<file path="src/rtl/gc_decoder_pkg.sv">
package gc_decoder_pkg;
  typedef enum logic [2:0] {
    ST_IDLE,
    ST_ADDR,
    ST_CMD,
    ST_NEWADR,
    ST_DRAIN,
    ST_ARMED
  } gc_state_e;

  typedef enum logic [1:0] {
    CMD_BAD,
    CMD_LOAD,
    CMD_LOAD_RST,
    CMD_HWMASTER
  } gc_cmd_e;

  localparam logic [7:0] GC_ADDR_BYTE  = 8'h00;
  localparam logic [7:0] CODE_LOAD     = 8'h04;
  localparam logic [7:0] CODE_LOAD_RST = 8'h06;
endpackage

</file>
<file path="src/rtl/gc_cmd_decode.sv">
module gc_cmd_decode
  import gc_decoder_pkg::*;
#(
  parameter int BW = 8
) (
  input  logic [BW-1:0] code,
  output gc_cmd_e       kind
);
  always_comb begin
    if (code[0])
      kind = CMD_HWMASTER;
    else if (code == BW'(CODE_LOAD_RST))
      kind = CMD_LOAD_RST;
    else if (code == BW'(CODE_LOAD))
      kind = CMD_LOAD;
    else
      kind = CMD_BAD;
  end
endmodule

</file>
<file path="src/rtl/gc_hold_timer.sv">
module gc_hold_timer #(
  parameter int HOLD = 16
) (
  input  logic clk,
  input  logic rst_n,
  input  logic load,
  output logic busy
);
  localparam int CW = $clog2(HOLD + 1);

  logic [CW-1:0] cnt;

  always_ff @(posedge clk) begin
    if (!rst_n) begin
      busy <= 1'b0;
      cnt  <= '0;
    end else if (load) begin
      busy <= 1'b1;
      cnt  <= CW'(HOLD - 1);
    end else if (busy) begin
      if (cnt == '0) busy <= 1'b0;
      else           cnt  <= cnt - 1'b1;
    end
  end

  // the window only closes once the count has run out
  assert_hold_full_length_R5: assert property (@(posedge clk) disable iff (!rst_n)
    $fell(busy) |-> ($past(cnt) == '0));
endmodule

</file>
<file path="src/rtl/gc_addr_store.sv">
module gc_addr_store #(
  parameter int             AW   = 7,
  parameter logic [AW-1:0]  INIT = '0
) (
  input  logic          clk,
  input  logic          rst_n,
  input  logic          load,
  input  logic [AW-1:0] din,
  output logic [AW-1:0] q
);
  always_ff @(posedge clk) begin
    if (!rst_n)    q <= INIT;
    else if (load) q <= din;
  end
endmodule

</file>
<file path="src/rtl/gc_decoder.sv">
module gc_decoder
  import gc_decoder_pkg::*;
#(
  parameter int             AW       = 7,
  parameter logic [AW-1:0]  DEF_ADDR = 7'h2A,
  parameter int             RST_HOLD = 16
) (
  input  logic          clk,
  input  logic          rst_n,
  input  logic          cfg_gc_en,
  input  logic          ev_start,
  input  logic          ev_stop,
  input  logic          rx_valid,
  output logic          rx_ready,
  input  logic [AW:0]   rx_data,
  output logic          ack_valid,
  output logic          ack,
  output logic [AW-1:0] slave_addr,
  output logic          reset_req,
  output logic          bus_release,
  output logic [AW-1:0] hw_addr,
  output logic          hw_strobe
);
  localparam int BW = AW + 1;

  gc_state_e st, st_d;
  gc_cmd_e   cmd;
  logic      rst_pend, pend_d;
  logic      xfer, ack_d, addr_load, hw_take, fire;
  logic      hold_busy;

  gc_cmd_decode #(.BW(BW)) u_cmd (
    .code (rx_data),
    .kind (cmd)
  );

  gc_hold_timer #(.HOLD(RST_HOLD)) u_hold (
    .clk   (clk),
    .rst_n (rst_n),
    .load  (fire),
    .busy  (hold_busy)
  );

  gc_addr_store #(.AW(AW), .INIT(DEF_ADDR)) u_addr (
    .clk   (clk),
    .rst_n (rst_n),
    .load  (addr_load),
    .din   (rx_data[AW:1]),
    .q     (slave_addr)
  );

  assign rx_ready    = !hold_busy;
  assign bus_release = hold_busy;
  assign xfer        = rx_valid && rx_ready;

  always_comb begin
    st_d      = st;
    pend_d    = rst_pend;
    ack_d     = 1'b0;
    addr_load = 1'b0;
    hw_take   = 1'b0;
    fire      = 1'b0;
    if (!hold_busy && ev_stop) begin
      st_d = ST_IDLE;
      fire = (st == ST_ARMED);
    end else if (!hold_busy && ev_start) begin
      st_d = ST_ADDR;
    end else if (xfer) begin
      case (st)
        ST_ADDR: begin
          if (rx_data == BW'(GC_ADDR_BYTE) && cfg_gc_en) begin
            ack_d = 1'b1;
            st_d  = ST_CMD;
          end else begin
            st_d  = ST_DRAIN;
          end
        end
        ST_CMD: begin
          case (cmd)
            CMD_HWMASTER: begin
              ack_d   = 1'b1;
              hw_take = 1'b1;
              st_d    = ST_DRAIN;
            end
            CMD_LOAD: begin
              ack_d  = 1'b1;
              pend_d = 1'b0;
              st_d   = ST_NEWADR;
            end
            CMD_LOAD_RST: begin
              ack_d  = 1'b1;
              pend_d = 1'b1;
              st_d   = ST_NEWADR;
            end
            default: st_d = ST_DRAIN;
          endcase
        end
        ST_NEWADR: begin
          ack_d     = 1'b1;
          addr_load = 1'b1;
          st_d      = rst_pend ? ST_ARMED : ST_DRAIN;
        end
        default: st_d = st;
      endcase
    end
  end

  always_ff @(posedge clk) begin
    if (!rst_n) begin
      st        <= ST_IDLE;
      rst_pend  <= 1'b0;
      ack_valid <= 1'b0;
      ack       <= 1'b0;
      reset_req <= 1'b0;
      hw_strobe <= 1'b0;
      hw_addr   <= '0;
    end else begin
      st        <= st_d;
      rst_pend  <= pend_d;
      ack_valid <= xfer;
      ack       <= ack_d;
      reset_req <= fire;
      hw_strobe <= hw_take;
      if (hw_take) hw_addr <= rx_data[AW:1];
    end
  end

  // an answer appears only in the cycle after a transfer
  assert_ack_after_xfer_R10: assert property (@(posedge clk) disable iff (!rst_n)
    ack_valid |-> $past(rx_valid && rx_ready));

  // the reset request coincides with the start of the release window
  assert_release_with_req_R5: assert property (@(posedge clk) disable iff (!rst_n)
    reset_req |-> bus_release);

  // the reset request lasts one cycle
  assert_req_single_R5: assert property (@(posedge clk) disable iff (!rst_n)
    reset_req |=> !reset_req);

  // the stored address only moves together with an acknowledged byte
  assert_addr_moves_on_ack_R8: assert property (@(posedge clk) disable iff (!rst_n)
    (slave_addr != $past(slave_addr)) |-> (ack_valid && ack));

  // the capture strobe belongs to an acknowledged byte
  assert_hw_strobe_acked_R6: assert property (@(posedge clk) disable iff (!rst_n)
    hw_strobe |-> (ack_valid && ack));

  // with recognition off, the address byte is refused
  assert_gc_off_nack_R2: assert property (@(posedge clk) disable iff (!rst_n)
    (xfer && st == ST_ADDR && !cfg_gc_en && !ev_start && !ev_stop) |=> (ack_valid && !ack));
endmodule

</file>
<file path="config.mk">
export PLATFORM = sky130hd
export DESIGN_NAME = gc_decoder
export DESIGN_NICKNAME = d
export VERILOG_FILES = /design/src/rtl/gc_decoder_pkg.sv /design/src/rtl/gc_cmd_decode.sv /design/src/rtl/gc_hold_timer.sv /design/src/rtl/gc_addr_store.sv /design/src/rtl/gc_decoder.sv
export SDC_FILE = /design/constraint.sdc
export NUM_CORES = 1
export LEC_CHECK = 0
export ABC_AREA = 1
export BUFFER_PORTS_ARGS = -buffer_cell sky130_fd_sc_hd__buf_2
export CAP_MARGIN = 5
export CORE_ASPECT_RATIO = 2
export CORE_MARGIN = 3
export CORE_UTILIZATION = 47
export CTS_CLUSTER_SIZE = 28
export DETAILED_ROUTE_END_ITERATION = 8
export GPL_ROUTABILITY_DRIVEN = 0
export PLACE_DENSITY = 0.74
export SLEW_MARGIN = 30
export SYNTH_ARGS = -nofsm -noshare
export SYNTH_HDL_FRONTEND = slang
export SYNTH_SLANG_ARGS = --single-unit
</file>
<file path="constraint.sdc">
create_clock -name clk -period 1.9 [get_ports clk]
set_input_delay 0.475 -clock clk [delete_from_list [all_inputs] [get_ports clk]]
set_output_delay 0.475 -clock clk [all_outputs]
set_load 0.01 [all_outputs]
</file>
==> metrics.yaml, run 1 <==
yosys:
  ys.flop_type: "dfxtp_1"
  synth_top_area_share_pct: 38.8
  ys_warn_count: 0
  yosys-top-cells-count: "43 x nand2_1, 40 x nor2_1, 28 x dfxtp_1, 24 x inv_1, 14 x nand3_1"
  async_reset_ff_share_pct: 0
  synth_area_um2: 1440
  synth_top_area_cell: "dfxtp_1"
  synth.area.top_cells: "dfxtp_1 39%, nand2_1 11%, nor2_1 10%"
  ys_ff_latch: 28
  synth_area_per_cell_um2: 7.22
  ys_types: 24
  syn_inst: 200
  synth.most_common_cell: "nand2_1"
  seq_area_frac_synth_pct: 38.8
  synth_edf_count: 0
  syn-num-nets: 219
setup_path:
  critical_path.startpoint: "rx_data[5]"
  crit_required_ns: 2.10
  reg2regPathDepth: 7
  crit_end: "rst_pend$_SDFFE_PN0P_"
  cp.buffers_inverters: 5
  path_depth: 13
  reg2reg_slack_ns: 0.44
  cpLargestDelayFamily: "simple AND/OR/NAND/NOR gates"
  worstSetupEndpointType: "register"
  path_cells: "buf_2, inv_1, nand2_1, nor2_1, nand2_1, inv_1, a21oi_1, inv_1, ha_1, inv_1, nor2_1, nand3_1, a21oi_1"
  worstSetupStartpointType: "input pin"
  r2r-start: "st[0]$_SDFFE_PP0P_"
  path_class: "in -> reg"
  critical_path.max_stage_delay_ns: 0.30
  r2r-end: "u_hold.cnt[1]$_SDFFE_PN0P_"
  cp_slowest_cell: "ha_1"
  crit_path_frequent_cell: "inv_1"
  cp.arrival_ns: 1.86
  cp_max_fo: 3
routing:
  via_per_inst: 5.01
  vias: 1362
  drcViolationCount: 0
  drt-total-wl_um: 3030
  dr.pass1.iters: 4
  detail-route-antenna-nets: 0
  detail_route.wl_per_cell_um: 11.2
  drt_iter0_drc: 27
clocking:
  cts_max_path_buffers: 2
  numCtsBuffers: 3
  cts_resized: 0
  cts_setup_buffers: 0
  htree_levels: 1
  clock_tree.root_cell: "clkbuf_8"
  clkTransAtPathRegs_ns: 0.09
  cts_tree: "done"
  cts_hold_buf: 0
  clock-sinks: 28
  clock_latency_ns: 0.27
sta:
  setup_viol: 0
  worst_slack_ns: 0.241
  fin_crit_sh_pct: 87.3
  timing.final.max_slew_violations: 0
  timing.slew.headroom_pct: 75.7
  layout_min_cycle_time_ns: 1.66
  rsz0062_at_grt: "no"
  holdWs_ns: 0.445
  fin_worst_skew_ns: 0.00307
  finalHoldViolations: 0
  clock.fmax_ghz: 0.603
  worst_slew_pin_slew_ns: 0.364
layout:
  drive_gt1_share_pct: 23.0
  fin_nets: 263
  n_fill_cell: 281
  layoutNonFillerInstCount: 272
  area_growth_pct: 20.9
  antenna_cells: 0
  fin_area_um2: 1750
run_status:
  status: "completed"
place:
  placed_cells: 268
  hpwl_um: 2460
  dpl_worst_slack_ns: -0.0119
  post_dp_cell_area_um2: 1670
  port_buffers: 33
global_route:
  antenna_found_initial: 0
  grt.total_usage_pct: 17.9
  grt_max_degree: 17
  grt_pass1_wl_um: 5380
  grt-ovfl-total: 0
  first_global_vias: 1402
hold_path:
  min-delay-path-class: "in -> reg"
die:
  coreArea_um2: 2840
  io-pin-count: 34
  die_area_um2: 3810
  floorplan.initialDensity_pct: 50.9
  die_h_um: 84.4
  die_x_um: 45.2
  placementRows: 27
power_and_ir_drop:
  total_leakage_power_nw: 0.904
  powerDensity_nw_per_um2: 661
  vdd_drop_max_mv: 0.416
run:
  max_cap_viol_count: 0
worst register-to-register path: stages, from the launching register on:
cell     delay, ns
dfxtp_1       0.34
inv_1         0.10
nor2_1        0.17
nand3_1       0.31
buf_4         0.26
nand2_1       0.06
nand2_1       0.05
a21oi_1       0.12
power by group:
group | switching, mW | internal (mW) | total (mW)
clock network | 0.179 | 0.282 | 0.461
registers | 0.00117 | 0.589 | 0.590
logic | 0.0619 | 0.0412 | 0.103
total | 0.242 | 0.912 | 1.15
cell type report:
cell class / instances / area (um^2) / share of cell area, %
clock inverters: 1 / 30.0 / 1.72
clock buffers: 3 / 41.3 / 2.37
repair buffers: 43 / 240 / 13.8
multi-input cells: 142 / 739 / 42.4
well taps: 29 / 36.3 / 2.08
flip-flops and latches: 28 / 561 / 32.1
inverters: 26 / 97.6 / 5.59
kinds of logic after synthesis:
kind of cell             after synthesis  share of synthesized area [%]
AO/OA/AOI/OAI                         20                           7.45
XOR/XNOR                               1                          0.607
adder cells (fa/ha/maj)                5                           4.33
buffers and inverters                 30                           9.96
flip-flops                            28                           38.8
AND/OR/NAND/NOR                      116                           38.8
per-layer routing:
| layer | vias up | global-route usage, % | wire (um) |
|---|---|---|---|
| met4 | 0 | 8.00 | 100 |
| met1 | 596 | 17.0 | 1130 |
| met3 | 9 | 2.15 | 127 |
| met2 | 31 | 34.6 | 1680 |
| li1 | 726 | - | - |
| met5 | - | 0 | 0 |
cell usage in the layout (no fill, tap or decap), types with 3 or more instances in the layout:
| cell | Yosys | layout |
|---|---|---|
| nand2_1 | 43 | 43 |
| nor2_1 | 40 | 40 |
| buf_2 | 2 | 33 |
| dfxtp_1 | 28 | 28 |
| inv_1 | 24 | 24 |
| nand3_1 | 14 | 14 |
| a21oi_1 | 12 | 12 |
| buf_4 | 0 | 10 |
| nand4_1 | 8 | 8 |
| o21ai_0 | 5 | 5 |
| ha_1 | 5 | 5 |
| nand2_4 | 4 | 4 |
| o211ai_1 | 3 | 3 |
| clkbuf_8 | 0 | 3 |
worst min path at each step:
| stage | startpoint | end | slack (ns) | cells after the start |
|---|---|---|---|---|
| final | rx_data[7] | u_addr.q[6]$_SDFFE_PN0P_ | 0.45 | 3 |
| after global routing | rx_data[7] | u_addr.q[6]$_SDFFE_PN0P_ | 0.47 | 3 |
| after CTS | rx_data[7] | u_addr.q[6]$_SDFFE_PN0P_ | 0.44 | 3 |
| after detailed placement | hw_addr[4]$_SDFFE_PN0P_ | hw_addr[4]$_SDFFE_PN0P_ | 0.47 | 2 |
| after global placement | rst_pend$_SDFFE_PN0P_ | rst_pend$_SDFFE_PN0P_ | 0.46 | 2 |
| after floorplan | rst_pend$_SDFFE_PN0P_ | rst_pend$_SDFFE_PN0P_ | 0.44 | 2 |
sequential cells by signal, summed over array words and instances (netlist names):
| signal | cells |
|---|---|
| hw_strobe | 1 |
| reset_req | 1 |
| st | 3 |
| hw_addr | 7 |
| rst_pend | 1 |
| ack | 1 |
| ack_valid | 1 |
| u_hold.cnt | 5 |
| u_addr.q | 7 |
| u_hold.busy | 1 |
metrics by stage:
step | TNS, ns | utilization [%] | power [mW]
5_1_grt | 0 | 61.5 | 1.19
6_report | 0 | 61.5 | 1.15
3_5_place_dp | -0.0223 | 59.0 | 0.707
4_1_cts | 0 | 61.5 | 1.16
3_3_place_gp | 0 | 59.0 | 0.706
2_1_floorplan | 0 | - | 0.672
(Power assumes the default switching activity.)
==> run 2, diff against run 1 <==
--- a/config.mk
+++ b/config.mk
@@ -14,7 +14,7 @@
 export CTS_CLUSTER_SIZE = 28
 export DETAILED_ROUTE_END_ITERATION = 8
 export GPL_ROUTABILITY_DRIVEN = 0
-export PLACE_DENSITY = 0.74
+export PLACE_DENSITY = 0.73
 export SLEW_MARGIN = 30
 export SYNTH_ARGS = -nofsm -noshare
 export SYNTH_HDL_FRONTEND = slang
==> metrics.yaml, run 2 (same netlist as run 1, synthesis figures left out) <==
layout:
  layoutNonFillerInstCount: 271
  drive_gt1_share_pct: 22.7
  antenna_cells: 0
  fin_area_um2: 1740
  fin_util_pct: 61.2
  biggestRegsByFlops: "hw_addr (7), u_addr.q (7), u_hold.cnt (5)"
  final_cell_mix: "43 x nand2_1, 40 x nor2_1, 33 x buf_2"
  area_growth_pct: 20.4
  fin_nets: 262
  final_common_cell: "nand2_1"
clocking:
  cts_setup_buffers: 0
  htree_levels: 1
  numCtsBuffers: 3
  clock_latency_ns: 0.27
  clock-sinks: 28
  clock_tree.root_cell: "clkbuf_8"
  cts_max_path_buffers: 2
  cts_hold_buf: 0
  clkTransAtPathRegs_ns: 0.09
  cts_resized: 0
  cts_tree: "done"
power_and_ir_drop:
  p_sw_share_pct: 20.9
  p_switching_mw: 0.242
  total_leakage_power_nw: 0.900
  combPwrFrac_pct: 8.9
  power_mw: 1.15
  power_frac_clock_pct: 40.0
  powerDensity_nw_per_um2: 664
  p_seq_share_pct: 51.2
  p_int_mw: 0.912
  vdd_drop_max_mv: 0.591
setup_path:
  critical_path.startpoint: "rx_data[5]"
  worstSetupStartpointType: "input pin"
  r2r-start: "st[0]$_SDFFE_PP0P_"
  worstSetupEndpointType: "register"
  cpLargestDelayFamily: "simple AND/OR/NAND/NOR gates"
  cp_slowest_cell: "ha_1"
  crit_required_ns: 2.11
  cp.buffers_inverters: 5
  path_class: "in -> reg"
  path_cells: "buf_2, inv_1, nand2_1, nor2_1, nand2_1, inv_1, a21oi_1, inv_1, ha_1, inv_1, nor2_1, nor2_1, nand2_1, a21oi_1"
  crit_path_frequent_cell: "inv_1"
  critical_path.max_stage_delay_ns: 0.24
  cp_max_fo: 3
  cp.arrival_ns: 1.81
sta:
  worst_slack_ns: 0.297
  fin_tns_setup_ns: 0
  timing.final.max_slew_violations: 0
  worst_slew_pin_slew_ns: 0.433
  fin_crit_sh_pct: 84.3
  fin_worst_skew_ns: 0.00237
  clock.fmax_ghz: 0.624
  layout_min_cycle_time_ns: 1.60
  holdWs_ns: 0.446
  setup_viol: 0
  rsz0062_at_grt: "no"
  timing.slew.headroom_pct: 71.0
  finalHoldViolations: 0
place:
  placed_cells: 267
  hpwl_um: 2420
  port_buffers: 33
  post_dp_cell_area_um2: 1670
  dpl_worst_slack_ns: 0.00163
hold_path:
  min-delay-path-class: "in -> reg"
  worst_hold_startpoint: "rx_data[7]"
run_status:
  status: "completed"
global_route:
  grt.total_usage_pct: 17.4
  first_global_vias: 1292
  grt_max_degree: 17
  antenna_found_initial: 0
  grt_pass1_wl_um: 5120
  grt-ovfl-total: 0
die:
  placementRows: 27
  io-pin-count: 34
  die_x_um: 45.2
  die_area_um2: 3810
  die_h_um: 84.4
  coreArea_um2: 2840
  floorplan.initialDensity_pct: 50.9
routing:
  drt_iter0_drc: 26
  detail_route.wl_per_cell_um: 11.3
  detail-route-antenna-nets: 0
  vias: 1371
  dr.pass1.iters: 5
  drt-total-wl_um: 3060
  drcViolationCount: 0
  via_per_inst: 5.06
run:
  max_cap_viol_count: 0
-- run 2: power by group through the flow --
stage,Clock [mW],Sequential [mW],Combinational [mW]
floorplan,0,0.605,0.0677
global placement,0,0.604,0.101
detailed placement,0,0.604,0.102
CTS,0.474,0.591,0.103
global route,0.502,0.591,0.115
finish,0.461,0.591,0.102
-- run 2: final timing paths --
| check | slack [ns] | cells past startpoint | to |
|---|---|---|---|
| worst min register to register | 0.47 | 2 | rst_pend$_SDFFE_PN0P_ |
| worst min-delay path | 0.45 | 3 | u_addr.q[6]$_SDFFE_PN0P_ |
| worst max-delay path | 0.30 | 14 | st[2]$_SDFFE_PP0P_ |
| worst max register to register | 0.43 | 6 | u_hold.cnt[0]$_SDFFE_PN0P_ |
-- run 2: cell type report --
type,instances,area (um^2)
sequential,28,561
multi-input combinational,142,739
clock buffer,3,41.3
fill,284,1100
inverter,26,97.6
tap,29,36.3
timing repair buffer,42,233
clock inverter,1,30.0
-- run 2: tightest hold or removal path, cell delays in order --
cell,delay (ns)
buf_2,0.09
nor2_1,0.04
nor2_1,0.09
-- run 2: layer usage --
metal	global-route usage, %	vias to the layer above	wire (um)
met5	0	-	0
met4	9.60	0	107
met3	1.93	8	124
met2	32.0	44	1600
met1	17.4	602	1230
li1	-	717	-
==> run 3, diff against run 2 <==
--- a/config.mk
+++ b/config.mk
@@ -5,7 +5,7 @@
 export SDC_FILE = /design/constraint.sdc
 export NUM_CORES = 1
 export LEC_CHECK = 0
-export ABC_AREA = 1
+export ABC_AREA = 0
 export BUFFER_PORTS_ARGS = -buffer_cell sky130_fd_sc_hd__buf_2
 export CAP_MARGIN = 5
 export CORE_ASPECT_RATIO = 2
==> constraint.sdc (replaced) <==
create_clock -name clk -period 1.3 [get_ports clk]
set_input_delay 0.325 -clock clk [delete_from_list [all_inputs] [get_ports clk]]
set_output_delay 0.325 -clock clk [all_outputs]
set_load 0.01 [all_outputs]
==> metrics.yaml, run 3 <==
power_and_ir_drop:
  powerDensity_nw_per_um2: 827
  total_leakage_power_nw: 0.890
  p_int_mw: 1.38
  power_mw: 1.76
  power_frac_clock_pct: 38.9
  p_seq_share_pct: 49.2
  vdd_drop_max_mv: 0.613
  p_sw_share_pct: 21.8
  combPwrFrac_pct: 11.9
  p_switching_mw: 0.384
layout:
  n_fill_cell: 212
  layoutNonFillerInstCount: 255
  fin_nets: 246
  multiInputGateArea_um2: 945
  final_cell_mix: "35 x buf_4, 31 x buf_2, 23 x dfxtp_1"
  final_common_cell: "buf_4"
  area_growth_pct: 47.7
  drive_gt1_share_pct: 48.2
  antenna_cells: 0
  fin_area_um2: 2130
  biggestRegsByFlops: "hw_addr (7), u_addr.q (7), u_hold.cnt (5)"
  fin_util_pct: 75.1
  register_area_um2: 569
place:
  post_dp_cell_area_um2: 1930
  placed_cells: 248
  port_buffers: 33
  hpwl_um: 3010
clocking:
  clock-sinks: 28
  cts_tree: "done"
  numCtsBuffers: 3
  clkTransAtPathRegs_ns: 0.10
  cts_max_path_buffers: 2
  htree_levels: 1
  cts_hold_buf: 0
  clock_latency_ns: 0.27
  clock_tree.root_cell: "clkbuf_8"
sta:
  worst_slack_ns: -0.530
  worst_slew_pin_slew_ns: 0.314
  fin_crit_sh_pct: 141
  fin_worst_skew_ns: 0.00450
  layout_min_cycle_time_ns: 1.83
  finalHoldViolations: 0
  rsz0062_at_grt: "yes"
  fin_tns_setup_ns: -6.61
  clock.fmax_ghz: 0.546
  timing.final.max_slew_violations: 0
  setup_viol: 17
  timing.slew.headroom_pct: 78.9
routing:
  drt-total-wl_um: 3880
  drt_iter0_drc: 20
  detail-route-antenna-nets: 0
  dr.pass1.iters: 4
  detail_route.wl_per_cell_um: 15.2
  drcViolationCount: 0
  via_per_inst: 5.55
  vias: 1414
yosys:
  syn-num-nets: 179
  ys_warn_count: 0
  yosys-top-cells-count: "28 x dfxtp_1, 20 x nand2_1, 12 x nand3_1, 9 x mux2i_1, 8 x o21ai_0"
  ys.flop_type: "dfxtp_1"
  seq_area_frac_synth_pct: 38.9
  synth.area.top_cells: "dfxtp_1 39%, mux2i_1 6.2%, nand2_1 5.2%"
  synth_top_area_cell: "dfxtp_1"
  synth.most_common_cell: "dfxtp_1"
  synth_edf_count: 0
  synth_top_area_share_pct: 38.9
  synth_area_um2: 1440
  syn_inst: 160
  synth_area_per_cell_um2: 9.02
  ys_ff_latch: 28
  ys_types: 49
  async_reset_ff_share_pct: 0
setup_path:
  worstSetupStartpointType: "input pin"
  crit_required_ns: 1.47
  worstSetupEndpointType: "register"
  cp.arrival_ns: 2.00
  cp_max_fo: 2
  path_class: "in -> reg"
die:
  die_x_um: 45.2
  placementRows: 27
  die_area_um2: 3810
  die_h_um: 84.4
  io-pin-count: 34
  floorplan.initialDensity_pct: 50.8
  coreArea_um2: 2840
run:
  max_cap_viol_count: 0
global_route:
  grt_pass1_wl_um: 6560
  antenna_found_initial: 0
  grt-ovfl-total: 0
  grt_max_degree: 18
  grt.total_usage_pct: 22.2
  first_global_vias: 1504
hold_path:
  min-delay-path-class: "in -> reg"
run_status:
  failed_checks: "setup timing"
  status: "finished, violations left"
run 3: cell count changes after synthesis, sizes merged, moves of 6 or more:
cell / delta
mux2i: +9
nand2: -27
nor2: -38
inv: -19
a21oi: -8
nand4: -6
run 3: path summary, 6_finish.rpt:
check	from	to	slack (ns)	cells past startpoint
worst min register to register	hw_addr[3]$_SDFFE_PN0P_	hw_addr[3]$_SDFFE_PN0P_	0.46	2
worst max register to register	u_hold.cnt[1]$_SDFFE_PN0P_	u_hold.cnt[0]$_SDFFE_PN0P_	-0.27	5
worst min-delay path	rx_valid	ack_valid$_SDFF_PN0_	0.34	2
worst max-delay path	rx_data[3]	st[0]$_SDFFE_PP0P_	-0.53	8
run 3: critical path, cell delays in order:
cell      delay, ns
buf_6          0.09
or4_4          0.56
nor3_4         0.17
a21o_1         0.17
ha_4           0.21
nand2b_4       0.16
a211oi_4       0.24
o21ai_1        0.07
run 3: logic make-up (layout without fill, tap and decap cells):
| logic type | count (synthesis) | count (layout) | synth area share [%] |
|---|---|---|---|
| buf+inv | 15 | 81 | 4.42 |
| simple gates | 71 | 71 | 30.6 |
| flops | 28 | 28 | 38.9 |
| mux | 9 | 9 | 6.24 |
| compound gates | 32 | 32 | 15.5 |
| fa+ha+maj | 5 | 5 | 4.34 |
run 3: power groups by stage:
stage,registers (mW),logic [mW],clock network (mW)
2_1_floorplan,0.886,0.0750,0
4_1_cts,0.867,0.193,0.703
6_report,0.867,0.209,0.685
3_5_place_dp,0.887,0.172,0
3_3_place_gp,0.886,0.167,0
5_1_grt,0.868,0.226,0.729
run 3: through the flow:
step,hold slack (ns),worst slack [ns]
global placement,0.440,-0.843
global route,0.358,-0.580
finish,0.345,-0.530
floorplan,0.434,-0.692
detailed placement,0.452,-0.895
CTS,0.343,-0.489
run 3: layout make-up:
cell class	count	share of cell area [%]
Tap cell	29	1.70
Clock inverter	1	1.41
Sequential cell	28	26.7
Multi-Input combinational cell	117	44.3
Timing Repair Buffer	71	22.7
Clock buffer	3	1.94
Inverter	6	1.23
run 3: metal layers:
| metal | track usage, % | vias to the layer above | wire length [um] | share of wire [%] |
|---|---|---|---|---|
| met2 | 42.0 | 33 | 2250 | 58 |
| li1 | - | 709 | - | - |
| met4 | 9.07 | 0 | 100 | 2.6 |
| met3 | 2.15 | 8 | 100 | 2.6 |
| met1 | 22.7 | 664 | 1430 | 37 |
| met5 | 0 | - | 0 | 0 |
run 3: repair_timing:
item | in CTS | in global routing
buffers inserted | 1 | 2
endpoints found under the setup margin | 19 | 28
resized for setup | 14 | 12
pin swaps | 12 | 3
